`src/rtl/cdp_pkg.sv`:
```
package cdp_pkg;

  typedef enum logic {
    EDGE_MAKE  = 1'b0,
    EDGE_BREAK = 1'b1
  } edge_sel_e;

  // One-shot term: inverter on one tap, then NOR with the other tap.
  // Make : NOR(tap0_n, ~tap1_n) -> tap0 active, tap1 not yet.
  // Break: NOR(~tap0_n, tap1_n) -> tap0 released, tap1 not yet.
  function automatic logic shot_of(input logic first_n, input logic second_n,
                                   input edge_sel_e mode);
    logic a, b;
    a = (mode == EDGE_MAKE) ? first_n : ~first_n;
    b = (mode == EDGE_MAKE) ? ~second_n : second_n;
    return ~(a | b);
  endfunction

endpackage

```
`src/rtl/db_stage.sv`:
```
module db_stage #(
  parameter int DEPTH = 4,
  localparam int CW = (DEPTH > 1) ? $clog2(DEPTH) : 1
) (
  input  logic clk,
  input  logic rst_n,
  input  logic en,
  input  logic din_n,
  output logic dout_n,
  output logic flip
);

  logic [CW-1:0] run;
  logic          differ;
  logic          q_n;

  assign differ = (din_n != q_n);
  assign flip   = en && differ && (run == CW'(DEPTH - 1));
  assign dout_n = q_n;

  always_ff @(posedge clk or negedge rst_n) begin
    if (!rst_n) begin
      q_n <= 1'b1;
      run <= '0;
    end else if (en) begin
      if (!differ) begin
        run <= '0;
      end else if (flip) begin
        q_n <= din_n;
        run <= '0;
      end else begin
        run <= run + 1'b1;
      end
    end
  end

endmodule

```
`src/rtl/edge_shot.sv`:
```
module edge_shot
  import cdp_pkg::*;
(
  input  logic      clk,
  input  logic      rst_n,
  input  logic      sel_break,
  input  logic      first_n,
  input  logic      second_n,
  output edge_sel_e mode_q,
  output logic      mode_open,
  output logic      shot
);

  assign mode_open = (first_n == second_n);

  always_ff @(posedge clk or negedge rst_n) begin
    if (!rst_n) mode_q <= EDGE_MAKE;
    else if (mode_open) mode_q <= edge_sel_e'(sel_break);
  end

  assign shot = shot_of(first_n, second_n, mode_q);

endmodule

```
`src/rtl/debounce_pulse_chain.sv`:
```
module debounce_pulse_chain
  import cdp_pkg::*;
#(
  parameter int STAGES = 6,
  parameter int DEPTH  = 4
) (
  input  logic              clk,
  input  logic              rst_n,
  input  logic              sample_en,
  input  logic              contact_n,
  input  logic              sel_break,
  output logic [STAGES-1:0] taps_n,
  output logic              pulse
);

  logic [STAGES-1:0] stage_in_n;
  logic [STAGES-1:0] stage_flip;
  edge_sel_e         mode_q;
  logic              mode_open;

  generate
    for (genvar k = 0; k < STAGES; k++) begin : g_stage
      if (k == 0) begin : g_head
        assign stage_in_n[k] = contact_n;
      end else begin : g_link
        assign stage_in_n[k] = taps_n[k-1];
      end
      db_stage #(.DEPTH(DEPTH)) u_stage (
        .clk   (clk),
        .rst_n (rst_n),
        .en    (sample_en),
        .din_n (stage_in_n[k]),
        .dout_n(taps_n[k]),
        .flip  (stage_flip[k])
      );
    end
  endgenerate

  edge_shot u_shot (
    .clk      (clk),
    .rst_n    (rst_n),
    .sel_break(sel_break),
    .first_n  (taps_n[0]),
    .second_n (taps_n[1]),
    .mode_q   (mode_q),
    .mode_open(mode_open),
    .shot     (pulse)
  );

endmodule

```
`config.mk`:
```
export PLATFORM = sky130hd
export DESIGN_NAME = debounce_pulse_chain
export DESIGN_NICKNAME = d
export VERILOG_FILES = /design/src/rtl/cdp_pkg.sv /design/src/rtl/db_stage.sv /design/src/rtl/edge_shot.sv /design/src/rtl/debounce_pulse_chain.sv
export SDC_FILE = /design/constraint.sdc
export NUM_CORES = 1
export LEC_CHECK = 0
export ABC_AREA = 0
export ABC_CLOCK_PERIOD_IN_PS = 1700
export BUFFER_PORTS_ARGS = -buffer_cell sky130_fd_sc_hd__buf_2
export CAP_MARGIN = 10
export CORE_UTILIZATION = 53
export CTS_CLUSTER_DIAMETER = 100
export DETAILED_ROUTE_END_ITERATION = 10
export PLACE_DENSITY = 0.74
export SYNTH_ARGS = -nofsm -noshare
export SYNTH_HDL_FRONTEND = slang
export SYNTH_SLANG_ARGS = --single-unit
```
`constraint.sdc`:
```
create_clock -name clk -period 1.7 [get_ports clk]
set_clock_uncertainty 0.15 [all_clocks]
set_input_delay 0.34 -clock clk [delete_from_list [all_inputs] [get_ports clk]]
set_output_delay 0.34 -clock clk [all_outputs]
set_load 0.02 [all_outputs]
```
==> impl_metrics.toml <==
[synth]
netlist_area_um2 = 987
yosys_register_bits = 19
synth_area_leaders = "dfrtp_1, dfstp_2, o22ai_1, mux2_2, ha_1"
syn_inst = 92
yosys.area.top_type = "dfrtp_1"
ys_warn_count = 0
ys_seq_area_frac = 0.489
synth_fp_nets = 103
ys.flop_type = "dfrtp_1"
syn_area_per_cell_um2 = 10.7
synth-edff-count = 0
synth.distinct_cells = 13
async_reset_ff_frac = 1.00
synth_top_area_frac = 0.330
synth_commonest_cells = "dfrtp_1, nand2_1, o22ai_1"

[clocking]
clk_path_buf_depth = 2
cts_made_buffers = 3
cts_sinks = 19
cts_tree = "yes"
clk_pin_slew_worst_paths_ns = 0.11
cts_resized = 0
cts_root_buf = "clkbuf_4"
cts_max_level = 1
clk-insertion-delay-late_ns = 0.29
postCtsSetupRepairBufs = 0

[route]
wl_met2_um = 624
firstDrtPassIters = 4
routedWlPerCell_um = 10.7
routed-via-count = 635
avgViaCountPerCell = 5.00
top_layer = "met4"
wl_met1_um = 657
drt_iter0_drc = 6
detail-route-antenna-nets = 0
drc = 0
wl_met3_um = 41
drt-total-wl_mm = 1.36

[sta]
max_freq_mhz = 537
setup_viol = 1
hold_viol = 0
fin_ws_ns = -0.161
period_share = 1.09
holdWs_ns = 0.118
finalMaxSlewViolations = 0
worst_slew_pin_slew_ns = 0.411
rsz0062_at_grt = "true"
maxSlewHeadroom = 0.726
min_period_ns = 1.86

[cells_and_area]
num_antenna_cells = 0
drive_gt1_frac = 0.314
fin_util = 0.621
nFillCells = 156
stdcell_count = 127
nets = 114
syn2layout_area_growth_pct = 9.76

[grt]
grt_pass1_vias = 564
grt_max_degree = 20
grt_pass1_wl_mm = 2.56
antenna_found_initial = 0
grt_use_total = 0.178
grt_overflow = 0

[worst_setup_path]
start_kind = "flop"
worstPathArrival_ns = 1.37
critPathCaptureType = "output pin"
worstPathMaxFanout = 2
cp.required_ns = 1.21
criticalPathCategory = "flop to output pin"

[floorplanning]
die_y_um = 45.2
rows = 15
dieArea_um2 = 2040
design.portCount = 12
start_util = 0.566
core-area_um2 = 1750
die_w_um = 45.2

[power_and_ir_drop]
peakVddDrop_mv = 0.844
leakage_uw = 0.000505
cellPowerDensity_nw_per_um2 = 1100

[worst_hold_path]
hp-class = "input port to flop"

[placed_design]
port_buffers = 11
dp.cells = 122
place_congestion = 0.705
dp_hpwl_mm = 1.04

[run]
cap_violations = 0

[status]
violations = "setup timing"
status = "finished with violations"
through the flow:
stage                     area (µm²)  setup slack (ns)  power, µW  TNS, ns
final                           1080            -0.161       1190   -0.161
after global routing            1080            -0.237       1290   -0.237
after CTS                       1080            -0.181       1210   -0.181
after detailed placement        1050             0.174        983        0
after global placement          1050             0.176        967        0
after floorplan                  987            0.0555        904        0
worst max-delay path, cell delays in order, from the launching register on:
cell,delay [ns]
dfstp_2,0.55
or2b_1,0.22
o22ai_1,0.13
buf_2,0.18
per-layer routing:
metal / up-vias / GRT usage
li1: 325 / -
met1: 294 / 0.255
met2: 12 / 0.255
met3: 4 / 0.0360
met4: 0 / 0.0909
met5: - / 0
area by class of cell:
cell class | count | area [µm²] | area share
flip-flops and latches | 19 | 483 | 0.446
clock inverters | 1 | 5.00 | 0.00462
clock buffers | 3 | 22.5 | 0.0208
inverters | 12 | 45.0 | 0.0416
multi-input cells | 52 | 397 | 0.366
well taps | 25 | 31.3 | 0.0289
repair buffers | 15 | 100 | 0.0924
worst paths after layout:
check                                                        endpoint  cells after the start                                   from  slack [ns]
worst max-delay path                                            pulse                      3  g_stage[1].u_stage.dout_n$_DFFE_PN1P_       -0.16
worst max register to register              u_shot.mode_q$_DFFE_PN0N_                      3  g_stage[1].u_stage.dout_n$_DFFE_PN1P_        0.24
min in group asynchronous       g_stage[2].u_stage.run[1]$_DFFE_PN0P_                      2                                  rst_n        0.34
worst min register to register  g_stage[4].u_stage.run[1]$_DFFE_PN0P_                      2  g_stage[4].u_stage.run[1]$_DFFE_PN0P_        0.39
worst min-delay path                        u_shot.mode_q$_DFFE_PN0N_                      2                              sel_break        0.12
max in group asynchronous       g_stage[2].u_stage.dout_n$_DFFE_PN1P_                      2                                  rst_n        0.73
placed cells by master (no fill, tap or decap), types with 5 or more instances in the layout:
master,netlist,final
xnor2_1,6,6
or3b_1,5,5
inv_1,12,12
dfrtp_1,13,13
o22ai_1,13,13
buf_2,2,11
ha_1,6,6
nand2_1,13,13
mux2_2,7,7
dfstp_2,6,6
repair_timing:
item	CTS	global route
hold buffers	1	0
hold endpoints to repair	13	0
endpoints found under the setup margin	1	1
cells by family after synthesis:
logic type / synth area share
AO/OA/AOI/OAI: 0.0824
XOR/XNOR: 0.0532
adder cells (fa/ha/maj): 0.0760
buffers and inverters: 0.109
flip-flops: 0.489
multiplexers: 0.0799
AND/OR/NAND/NOR: 0.110
state kept, by name, summed over array words and instances (netlist names):
name	count
u_shot.mode_q	1
g_stage.u_stage.dout_n	6
g_stage.u_stage.run	12
where the power goes:
part           switching (µW)  internal [µW]  total, µW  leakage, µW
registers                67.1            548        615     0.000238
logic                     179            177        356     0.000249
clock network             136           87.5        223    0.0000177
(Power assumes the default switching activity.)
